File: config.mk
export PLATFORM = sky130hd
export DESIGN_NAME = linkport
export DESIGN_NICKNAME = d
export VERILOG_FILES = /design/src/rtl/linkport.sv
export SDC_FILE = /design/constraint.sdc
export NUM_CORES = 1
export LEC_CHECK = 0
export ABC_AREA = 0
export BUFFER_PORTS_ARGS = -buffer_cell sky130_fd_sc_hd__buf_4
export CAP_MARGIN = 20
export CORE_MARGIN = 4
export CORE_UTILIZATION = 45
export DETAILED_ROUTE_END_ITERATION = 6
export GPL_TIMING_DRIVEN = 0
export PLACE_DENSITY = 0.63
export SYNTH_ARGS = -nofsm -noshare
export SYNTH_HDL_FRONTEND = slang
export SYNTH_SLANG_ARGS = --single-unit
File: constraint.sdc
create_clock -name clk -period 4.3 [get_ports clk]
set_clock_uncertainty 0.15 [all_clocks]
set_input_delay 0.645 -clock clk [delete_from_list [all_inputs] [get_ports clk]]
set_output_delay 0.645 -clock clk [all_outputs]
set_load 0.02 [all_outputs]
File: src/rtl/linkport.sv
module linkport #(
  parameter int DW       = 8,
  parameter int WIDE_W   = 48,
  parameter int NARROW_W = 32
) (
  input  logic              clk,
  input  logic              rst_n,
  input  logic              is_tx,
  input  logic              wide,
  input  logic              wr_en,
  input  logic [WIDE_W-1:0] wr_data,
  output logic              wr_ovf,
  output logic              rd_valid,
  output logic [WIDE_W-1:0] rd_data,
  input  logic              rd_en,
  output logic              lk_clk_o,
  output logic [DW-1:0]     lk_data_o,
  input  logic              lk_ack_i,
  input  logic              lk_clk_i,
  input  logic [DW-1:0]     lk_data_i,
  output logic              lk_ack_o
);
  localparam int NBW = WIDE_W / DW;
  localparam int NBN = NARROW_W / DW;
  localparam int CW  = $clog2(NBW);
  localparam logic [CW-1:0] LASTW = CW'(NBW - 1);
  localparam logic [CW-1:0] LASTN = CW'(NBN - 1);

  wire [CW-1:0]     last  = wide ? LASTW : LASTN;
  wire [WIDE_W-1:0] wmask = wide ? {WIDE_W{1'b1}}
                                 : {{(WIDE_W-NARROW_W){1'b0}}, {NARROW_W{1'b1}}};

  // transmit side: staging register feeding a shift register
  logic              stg_v, sh_v, sh_go;
  logic [WIDE_W-1:0] stg_d, sh_d;
  logic [CW-1:0]     tcnt;

  assign lk_clk_o  = is_tx && sh_v && (sh_go || lk_ack_i);
  assign lk_data_o = lk_clk_o ? sh_d[DW-1:0] : '0;

  wire tx_end  = lk_clk_o && (tcnt == last);
  wire stg_mv  = stg_v && (!sh_v || tx_end);
  wire wr_ok   = is_tx && wr_en && (!stg_v || stg_mv);
  wire wr_drop = is_tx && wr_en && stg_v && !stg_mv;

  always_ff @(posedge clk) begin
    if (!rst_n) begin
      stg_v  <= 1'b0;
      sh_v   <= 1'b0;
      sh_go  <= 1'b0;
      tcnt   <= '0;
      stg_d  <= '0;
      sh_d   <= '0;
      wr_ovf <= 1'b0;
    end else begin
      if (wr_drop) wr_ovf <= 1'b1;
      if (wr_ok) begin
        stg_v <= 1'b1;
        stg_d <= wr_data & wmask;
      end else if (stg_mv) begin
        stg_v <= 1'b0;
      end
      if (stg_mv) begin
        sh_v  <= 1'b1;
        sh_go <= 1'b0;
        tcnt  <= '0;
        sh_d  <= stg_d;
      end else if (tx_end) begin
        sh_v  <= 1'b0;
        sh_go <= 1'b0;
        tcnt  <= '0;
      end else if (lk_clk_o) begin
        sh_go <= 1'b1;
        tcnt  <= tcnt + 1'b1;
        sh_d  <= sh_d >> DW;
      end
    end
  end

  // receive side: assembly register feeding an output register
  logic              asm_full, out_v;
  logic [WIDE_W-1:0] asm_d, out_d, asm_nx;
  logic [CW-1:0]     rcnt;

  wire rx_byte  = !is_tx && lk_clk_i;
  wire rx_end   = rx_byte && (rcnt == last);
  wire out_free = !out_v || rd_en;

  always_comb begin
    asm_nx = (rcnt == '0) ? '0 : asm_d;
    asm_nx[rcnt*DW +: DW] = lk_data_i;
  end

  assign rd_valid = out_v;
  assign rd_data  = out_d;
  assign lk_ack_o = !is_tx && !asm_full;

  always_ff @(posedge clk) begin
    if (!rst_n) begin
      asm_full <= 1'b0;
      out_v    <= 1'b0;
      asm_d    <= '0;
      out_d    <= '0;
      rcnt     <= '0;
    end else begin
      if (rx_byte) begin
        asm_d <= asm_nx;
        rcnt  <= rx_end ? '0 : rcnt + 1'b1;
      end
      if (rx_end && !out_free) asm_full <= 1'b1;
      else if (asm_full && out_free) asm_full <= 1'b0;
      if (rx_end && out_free) begin
        out_v <= 1'b1;
        out_d <= asm_nx;
      end else if (asm_full && out_free) begin
        out_v <= 1'b1;
        out_d <= asm_d;
      end else if (rd_en) begin
        out_v <= 1'b0;
      end
    end
  end

  AST_START_ON_ACK: assert property (@(posedge clk) disable iff (!rst_n)
    lk_clk_o && tcnt == '0 |-> lk_ack_i);
  AST_IDLE_LOW: assert property (@(posedge clk) disable iff (!rst_n)
    !stg_v && !sh_v |=> !lk_clk_o);
  AST_NO_OVERFLOW: assert property (@(posedge clk) disable iff (!rst_n)
    is_tx && wr_en && stg_v && sh_v && !tx_end |=> wr_ovf && stg_v && $stable(stg_d));
  AST_ACK_FULL: assert property (@(posedge clk) disable iff (!rst_n)
    !is_tx && !lk_ack_o |-> out_v);
  AST_RX_NO_BYTE_WHEN_FULL: assert property (@(posedge clk) disable iff (!rst_n)
    asm_full |-> !lk_clk_i);
  AST_RD_HOLD: assert property (@(posedge clk) disable iff (!rst_n)
    rd_valid && !rd_en |=> rd_valid && $stable(rd_data));
  AST_CNT_BOUND: assert property (@(posedge clk) disable iff (!rst_n)
    tcnt <= last && rcnt <= last);
endmodule

After elaboration in Yosys (flattened, before gate mapping):

Cells that the tools add are included.
Widths: inputs -> output; s select.

* flip-flop bits (word level): 204
* bits of input ports: 64
* output and inout bits: 60
* word-level logic and storage cells: 76

* $add $sub $neg: 3
* equal/unequal tests: 3
* shift operators: 2
* muxes and demuxes: 20
* bitwise operators: 2
* reduce and logical (&&, ||, !) cells: 34

Operators by type and width (number)
* $mux 48: 7
* $and 48x48->48: 1
* $bwmux 48: 1
* $shift 8x34->48 const A: 1
* $shiftx 8x34->48: 1
* $neg 6->34: 1
* $logic_and 1x1->1: 14
* $reduce_bool 2->1: 5
* $mux 1: 9
* $mux 8: 1
* $logic_not 1->1: 7
* $add 3x1->3 const B: 2
* $eq 3x3->1: 2
* $mux 3: 2
* $logic_or 1x1->1: 4
* $logic_not 3->1: 1
* $reduce_bool 3->1: 1
* $reduce_or 3->1: 1
* $ne 2x1->1 const B: 1
* $reduce_and 2->1: 1
* $not 1->1: 1

Longest topological paths before layout:

Gate-level depths: netlist of the first run.

* depth after elaboration: 8
* mapped depth: 10
* depth with buffers taken out: 7

Worst setup path after synthesis of the first run:

Ideal clock, no wire load.

* path type: register to register
* start: reg rcnt[0]
* end: reg out_d[46], in the netlist rd_data[46]
* setup time: 60 ps
* data arrival time: 2511 ps
* required time: 4090 ps
* slack: 1579 ps
* cell stages (with the launch flop): 11
* path buffers: 3
* period minus slack after synthesis: 2721 ps
* cell sequence: dfxtp_1 -> buf_2 -> inv_1 -> ha_1 -> ha_1 -> buf_2 -> nor4bb_1 -> clkbuf_1 -> nand3_1 -> a2111oi_0 -> a221o_1

* longest elaborated chain between the ends: 4
* elaborated cells on any way between the ends: 11
* those cells by class: 1 x add/sub; 1 x eq/ne; 2 x shift; 3 x mux; 4 x reduce/logical

RTL lines
* start: declaration: line 83 `logic [CW-1:0] rcnt;`
* start signal: assignment: line 108 `rcnt <= rx_end ? '0 : rcnt + 1'b1;`
* $neg 6->34 (tied with other cells): line 91 `asm_nx[rcnt*DW +: DW] = lk_data_i;`
* $shiftx 8x34->48 (tied with other cells): line 91
* $bwmux 48 or $logic_and 1x1->1 (tied branches): line 91, 112
* $mux 48 or $reduce_bool 2->1 (tied branches)
* end signal: assignment: line 114 `out_d <= asm_nx;`
* end signal: assignment: line 117 `out_d <= asm_d;`
* end: declaration: line 82 `logic [WIDE_W-1:0] asm_d, out_d, asm_nx;`

Several ways; a longest one is shown, not always the timed one.
A chain may end at the register's enable or synchronous reset.

Final worst setup path of the first run:

Ends and elaborated chain as after synthesis.

==> results of run 1 <==
-- cells by family (layout without fill, tap and decap cells) --
kind of cell	Yosys count	count (layout)
buffers and inverters	118	269
and+or+nand+nor	369	369
DFF	204	204
AOI/OAI and AO/OA	306	306
muxes	49	49
xor gates and xnor gates	3	3
adders and majority gates	8	8
-- layout by cell type, fill, tap and decap left out, types with 7 or more instances in the layout --
cell / netlist / final
dfxtp_1: 204 / 204
nand2_1: 163 / 163
buf_4: 3 / 117
nand3_1: 102 / 102
clkbuf_1: 70 / 73
a21oi_1: 69 / 69
a31oi_1: 50 / 50
o211ai_1: 49 / 49
mux2i_1: 49 / 49
a22o_1: 39 / 39
nor2_1: 38 / 38
buf_2: 28 / 28
clkbuf_16: 0 / 23
a22oi_1: 16 / 16
nand4_1: 16 / 16
and2_1: 15 / 15
o21ai_0: 13 / 13
o21ai_1: 13 / 13
clkbuf_8: 0 / 10
a221o_1: 9 / 9
o21a_1: 8 / 8
a32oi_1: 8 / 8
ha_1: 8 / 8
a2bb2oi_1: 7 / 7
o31ai_1: 7 / 7
-- through the flow --
stage | std cells | cell area (um^2)
global route | 1473 | 11000
CTS | 1473 | 11000
detailed placement | 1436 | 10300
global placement | 1436 | 10300
finish | 1473 | 11000
floorplan | 1057 | 9070
-- synth_stat cells (all sizes together), types with 15 or more instances --
cell,n
nand4,16
and2,15
o211ai,50
mux2i,49
a22o,39
nor2,38
nand2,163
a31oi,50
nand3,102
dfxtp,204
clkbuf,70
buf,39
o21ai,26
a22oi,16
a21oi,69
-- worst register-to-register path, stage by stage, from the launching register on --
cell       delay, ns
dfxtp_1         0.50
buf_2           0.31
inv_1           0.17
ha_1            0.25
ha_1            0.27
buf_2           0.18
nor4bb_1        0.27
clkbuf_1        0.33
nand3_1         0.13
a2111oi_0       0.47
a221o_1         0.17
-- area by class of cell --
type	instances	area share
clock inverters	1	0.000455
flip-flops and latches	204	0.372
well taps	265	0.0302
inverters	9	0.00307
clock buffers	36	0.0659
plain buffers	109	0.0428
repair buffers	114	0.0779
multi-input cells	735	0.408
-- layer usage --
metal | GRT usage | part of all wire | up-vias
met1 | 0.307 | 0.43 | 3888
met5 | 0 | 0 | -
met2 | 0.399 | 0.47 | 262
li1 | - | - | 4143
met4 | 0.0897 | 0.036 | 0
met3 | 0.0403 | 0.061 | 61
-- registers in the layout, indices dropped and copies added (netlist names) --
name / count
sh_v: 1
rd_data: 48
stg_v: 1
tcnt: 3
asm_full: 1
stg_d: 48
rcnt: 3
asm_d: 48
wr_ovf: 1
sh_d: 48
rd_valid: 1
sh_go: 1
-- worst paths after layout --
check,from,end,depth (start not counted)
max reg2reg,rcnt[0],rd_data[46],10
min,wr_data[24],stg_d[24],3
max,rcnt[0],rd_data[46],10
min reg2reg,stg_d[17],stg_d[17],2
-- report_power, final --
part           switching [mW]  leakage (nW)  internal (mW)
clock                   0.753         0.363           1.14
combinational           0.218          1.98          0.105
sequential             0.0208          1.65           1.92
total                   0.992          3.99           3.17
==> flow_summary_export.csv, run 1 <==
group,metric,value,unit
cts,cts-htree-levels,1,
yosys,async_reset_ff_frac,0,
power_and_ir_drop,power_density,378,mW/mm^2
placed_design,gp_congestion,0.902,
critical_path,worstPathMaxFanout,10,
route,drcViolationCount,0,
route,drt-initial-drc-count,627,
power_and_ir_drop,irDropWorstVdd,234,uV
critical_path,slowest_delay,0.50,ns
cts,post_cts_buffers,0,
flow_run,drv_cap,0,
global_route,grt_max_degree,13,
route,wire_per_inst,18.4,um
cts,clk_path_buf_depth,3,
cells_and_area,drive_gt1_frac,0.159,
cells_and_area,multi_input_area,0.00449,mm^2
timing,fmaxAchievable,307,MHz
yosys,syn-cell-area,0.00907,mm^2
yosys,yosysWarnings,0,
cells_and_area,antenna_cells,0,
cells_and_area,layout.nets,1268,
route,first_pass_iters,5,
yosys,muxShareOfSynthArea,0.0540,
floorplanning,pin_count,124,
route,ant_nets,0,
timing,slew_viol_final,0,
floorplanning,die_h,150,um
yosys,synth_top_area_cell,"dfxtp_1",
critical_path,cp-end-kind,"flop",
timing,worst_pin_slew,0.866,ns
yosys,syn_avg_cell_area,8.59,um^2
timing,layout_setup_ws,1.04,ns
yosys,yosysTopAreaCellShare,0.450,
yosys,synth.area.top_cells,"dfxtp_1, nand2_1, nand3_1",
cells_and_area,post-route-util,0.559,
critical_path,slowest_stage,"dfxtp_1",
power_and_ir_drop,p_leak,3.99,nW
power_and_ir_drop,p_total,4.16,mW
yosys,synthAdderAreaFrac,0.0110,
route,vias_per_cell,5.67,
floorplanning,die_x,150,um
cts,cts_hold_buf,0,
global_route,grt-ovfl-total,0,
critical_path,cpLargestDelayFamily,"buffers and inverters",
yosys,yosys.area_share.simple,0.192,
yosys,syn_nets,1129,
floorplanning,rows,51,
yosys,synth-main-ff-cell,"dfxtp_1",
yosys,synth_edf_count,0,
timing,tns,0,ns
critical_path,crit_buf_inv,4,
cts,cts_resized,0,
critical_path,cp_cell_sequence,"buf_2 -> inv_1 -> ha_1 -> ha_1 -> buf_2 -> nor4bb_1 -> clkbuf_1 -> nand3_1 -> a2111oi_0 -> a221o_1",
global_route,antenna_found_initial,0,
route,num_vias,8354,
cts,numCtsBuffers,23,
critical_path,reg2reg_slack,1.04,ns
floorplanning,die_area,0.0225,mm^2
global_route,grt_pass1_wl,42900,um
yosys,netlist_instances,1057,
yosys,synth_cell_types,57,
yosys,seq_area_frac_synth,0.450,
cts,clkSinkCount,204,
yosys,synth_compound_area_frac,0.235,
hold_path,hp-class,"primary input to flop",
placed_design,dpl.hpwl,19800,um
floorplanning,initial_core_util,0.462,
placed_design,portBuffers,114,
placed_design,pre_cts_ws,1.18,ns
critical_path,start_kind,"flop",
route,wl,27100,um
critical_path,worstPathRequired,4.59,ns
floorplanning,coreArea,0.0197,mm^2
cells_and_area,synthToLayoutAreaGrowth,21.1,%
yosys,synth-xor-area-share,0.00290,
cells_and_area,fillCellCount,1903,
yosys,synth_seq_cells,204,
yosys,synth_top_family_by_area,"compound AO/OA/AOI/OAI gates",
cts,clk_latency,0.50,ns
status,status,"finished clean",
critical_path,cp.arrival,3.56,ns
timing,relSlewSlack,0.420,
cts,clk_pin_slew,0.06,ns
timing,fin_crit,3.26,ns
timing,hold_violations,0,
global_route,grt_pass1_vias,8046,
timing,whs,0.246,ns
timing,rsz0062_at_grt,"no",
global_route,grt_use_total,0.238,
timing,setup_viol,0,
timing,min_period_over_period,0.759,
critical_path,critPathKind,"flop to flop",
cts,cts_tree,"built",
cells_and_area,regArea,0.00408,mm^2
cts,cts-root-buf,"clkbuf_16",
Power figures use the tool's default switching activity.
==> run 2: changes to the inputs <==
--- a/config.mk
+++ b/config.mk
@@ -5,14 +5,14 @@
 export SDC_FILE = /design/constraint.sdc
 export NUM_CORES = 1
 export LEC_CHECK = 0
-export ABC_AREA = 0
+export ABC_AREA = 1
 export BUFFER_PORTS_ARGS = -buffer_cell sky130_fd_sc_hd__buf_4
 export CAP_MARGIN = 20
 export CORE_MARGIN = 4
 export CORE_UTILIZATION = 45
 export DETAILED_ROUTE_END_ITERATION = 6
 export GPL_TIMING_DRIVEN = 0
-export PLACE_DENSITY = 0.63
+export PLACE_DENSITY = 0.62
 export SYNTH_ARGS = -nofsm -noshare
 export SYNTH_HDL_FRONTEND = slang
 export SYNTH_SLANG_ARGS = --single-unit
==> constraint.sdc (replaced) <==
create_clock -name clk -period 3.3 [get_ports clk]
set_clock_uncertainty 0.15 [all_clocks]
set_input_delay 0.495 -clock clk [delete_from_list [all_inputs] [get_ports clk]]
set_output_delay 0.495 -clock clk [all_outputs]
set_load 0.02 [all_outputs]
==> flow_summary_export.csv, run 2 <==
group,metric,value,unit
status,status,"finished clean",
timing,setup_viol,0,
yosys,syn-cell-area,0.00990,mm^2
critical_path,cp_cell_sequence,"inv_2 -> ha_1 -> ha_1 -> buf_2 -> inv_2 -> nand2_1 -> nor3_1 -> o21ai_0 -> nand2_1 -> nand2_1 -> a21oi_1",
cts,numCtsBuffers,23,
yosys,synth_edf_count,0,
floorplanning,die_x,156,um
critical_path,r2r_cells,11,
global_route,antenna_found_initial,0,
critical_path,slowest_delay,0.57,ns
hold_path,whs_path_depth,3,
cts,cts-htree-levels,1,
route,first_pass_iters,5,
cells_and_area,drive_gt1_frac,0.143,
route,drt-initial-drc-count,552,
timing,tns,0,ns
cts,post_cts_buffers,0,
critical_path,worstPathMaxFanout,9,
power_and_ir_drop,irDropWorstVdd,350,uV
cts,cts_hold_buf,0,
yosys,syn_nets,1516,
global_route,grt_pass1_wl,48400,um
cells_and_area,design_area,0.0119,mm^2
critical_path,crit_buf_inv,3,
power_and_ir_drop,p_clk_frac,0.423,
yosys,yosys-top-cells-count,"nand2_1, dfxtp_1, inv_1",
yosys,synth-main-ff-cell,"dfxtp_1",
cts,cts-root-buf,"clkbuf_16",
hold_path,hp-class,"primary input to flop",
critical_path,reg2reg_slack,0.26,ns
yosys,syn_avg_cell_area,6.85,um^2
flow_run,drv_cap,0,
yosys,netlist_instances,1444,
critical_path,slowest_stage,"dfxtp_1",
power_and_ir_drop,p_leak,5.40,nW
critical_path,cpLargestDelayFamily,"simple AND/OR/NAND/NOR gates",
timing,worst_pin_slew,0.890,ns
route,num_vias,9664,
global_route,grt_use_total,0.239,
power_and_ir_drop,p_int,4.19,mW
route,wire_per_inst,15.6,um
timing,rsz0062_at_grt,"no",
cells_and_area,layout.nets,1662,
timing,min_period_over_period,0.922,
yosys,synth_cell_types,32,
hold_path,whs_endpoint,"stg_d[10]",
yosys,yosysWarnings,0,
timing,hold_violations,0,
route,wl,29400,um
power_and_ir_drop,p_comb_frac,0.114,
floorplanning,coreArea,0.0214,mm^2
critical_path,start_kind,"flop",
timing,slew_viol_final,0,
route,ant_nets,0,
cts,cts_resized,0,
cells_and_area,most-common-layout-cells,"nand2_1, dfxtp_1, inv_1",
power_and_ir_drop,p_total,5.68,mW
power_and_ir_drop,p_sw_frac,0.262,
timing,relSlewSlack,0.407,
critical_path,cp-end-kind,"flop",
route,drcViolationCount,0,
global_route,grt_pass1_vias,9394,
yosys,synth.area.top_cells,"dfxtp_1, nand2_1, nand3_1",
cts,clk_path_buf_depth,3,
critical_path,r2r_start,"rcnt[0]",
floorplanning,rows,53,
placed_design,dpl_cell_area,0.0111,mm^2
yosys,seq_area_frac_synth,0.413,
route,vias_per_cell,5.13,
critical_path,worstPathRequired,3.59,ns
hold_path,hold_start,"wr_data[10]",
yosys,synth_seq_cells,204,
cts,cts_tree,"built",
cts,clk_latency,0.51,ns
floorplanning,initial_core_util,0.463,
cts,clkSinkCount,204,
placed_design,dpl.hpwl,21900,um
power_and_ir_drop,seqPwrFrac,0.463,
power_and_ir_drop,p_sw,1.49,mW
timing,fin_crit,3.04,ns
floorplanning,die_area,0.0244,mm^2
global_route,grt-ovfl-total,0,
cells_and_area,post-route-util,0.555,
yosys,synth_top_area_cell,"dfxtp_1",
yosys,yosysTopAreaCellShare,0.413,
global_route,grt_max_degree,13,
power_and_ir_drop,power_density,479,mW/mm^2
cells_and_area,antenna_cells,0,
cts,clk_pin_slew,0.06,ns
placed_design,gp_congestion,0.923,
timing,fmaxAchievable,329,MHz
cells_and_area,synthToLayoutAreaGrowth,19.7,%
critical_path,cp_common_cell,"nand2_1",
yosys,synth_most_common_cell,"nand2_1",
critical_path,critPathKind,"flop to flop",
floorplanning,die_h,156,um
critical_path,r2r-end,"rd_data[44]",
yosys,async_reset_ff_frac,0,
floorplanning,pin_count,124,
critical_path,cp.arrival,3.33,ns
placed_design,portBuffers,121,
cells_and_area,final_common_cell,"nand2_1",
run 2: changes by cell type after synthesis, sizes merged, moves of 33 or more:
| cell | before | now |
|---|---|---|
| nand2 | 163 | 366 |
| inv | 6 | 145 |
| o21ai | 26 | 150 |
| nor2 | 38 | 128 |
| a31oi | 50 | 0 |
| mux2i | 49 | 0 |
| a22o | 39 | 0 |
| a21oi | 69 | 102 |
| nand3 | 102 | 135 |
run 2: logic make-up (layout without fill, tap and decap cells):
kind of cell | Yosys count | count (layout) | synth area share
buffers and inverters | 250 | 413 | 0.112
AOI/OAI and AO/OA | 310 | 310 | 0.171
DFF | 204 | 204 | 0.413
and+or+nand+nor | 672 | 672 | 0.294
adders and majority gates | 8 | 8 | 0.0101
run 2: worst register-to-register path, delay by kind of cell, from the launching register on:
| family | cells | cell delay (ns) |
|---|---|---|
| AO/OA/AOI/OAI | 2 | 0.35 |
| adder cells (fa/ha/maj) | 2 | 0.44 |
| buffers and inverters | 3 | 0.54 |
| flip-flops | 1 | 0.57 |
| AND/OR/NAND/NOR | 4 | 0.94 |
run 2: worst max-delay path by stage:
stage | endpoint | cells past startpoint | from | slack, ns
floorplan | asm_d[14] | 12 | rcnt[0] | 1.02
global placement | rd_data[44] | 11 | rcnt[0] | 0.37
detailed placement | rd_data[44] | 11 | rcnt[0] | 0.36
CTS | rd_data[44] | 11 | rcnt[0] | 0.36
global route | rd_data[12] | 11 | rcnt[0] | 0.14
finish | rd_data[44] | 11 | rcnt[0] | 0.26
run 2: routing by layer:
layer  part of all wire  vias up  track usage
met3              0.044       40       0.0296
met4              0.022        0       0.0562
met2               0.50      210        0.426
li1                   -     4976            -
met1               0.43     4438        0.310
met5                  0        -            0
run 2: through the flow:
step | worst slack [ns] | hold slack (ns) | instances
global route | 0.145 | 0.0635 | 1882
global placement | 0.369 | 0.305 | 1840
CTS | 0.364 | 0.0564 | 1882
floorplan | 1.02 | 0.295 | 1444
finish | 0.259 | 0.0678 | 1882
detailed placement | 0.358 | 0.315 | 1840
run 2: final cells by class:
| type | instances | area (um^2) |
|---|---|---|
| sequential | 204 | 4080 |
| tap | 275 | 344 |
| timing repair buffer | 121 | 908 |
| multi-input combinational | 990 | 4700 |
| inverter | 147 | 554 |
| clock buffer | 35 | 661 |
| fill | 2199 | 9500 |
| clock inverter | 7 | 41.3 |
| buffer | 103 | 556 |
run 2: power groups by stage:
stage | clock, mW | combinational (mW) | sequential [mW]
2_1_floorplan | 0 | 0.433 | 2.67
3_3_place_gp | 0 | 0.638 | 2.68
3_5_place_dp | 0 | 0.645 | 2.68
4_1_cts | 2.45 | 0.647 | 2.63
5_1_grt | 2.56 | 0.733 | 2.64
6_report | 2.40 | 0.646 | 2.63
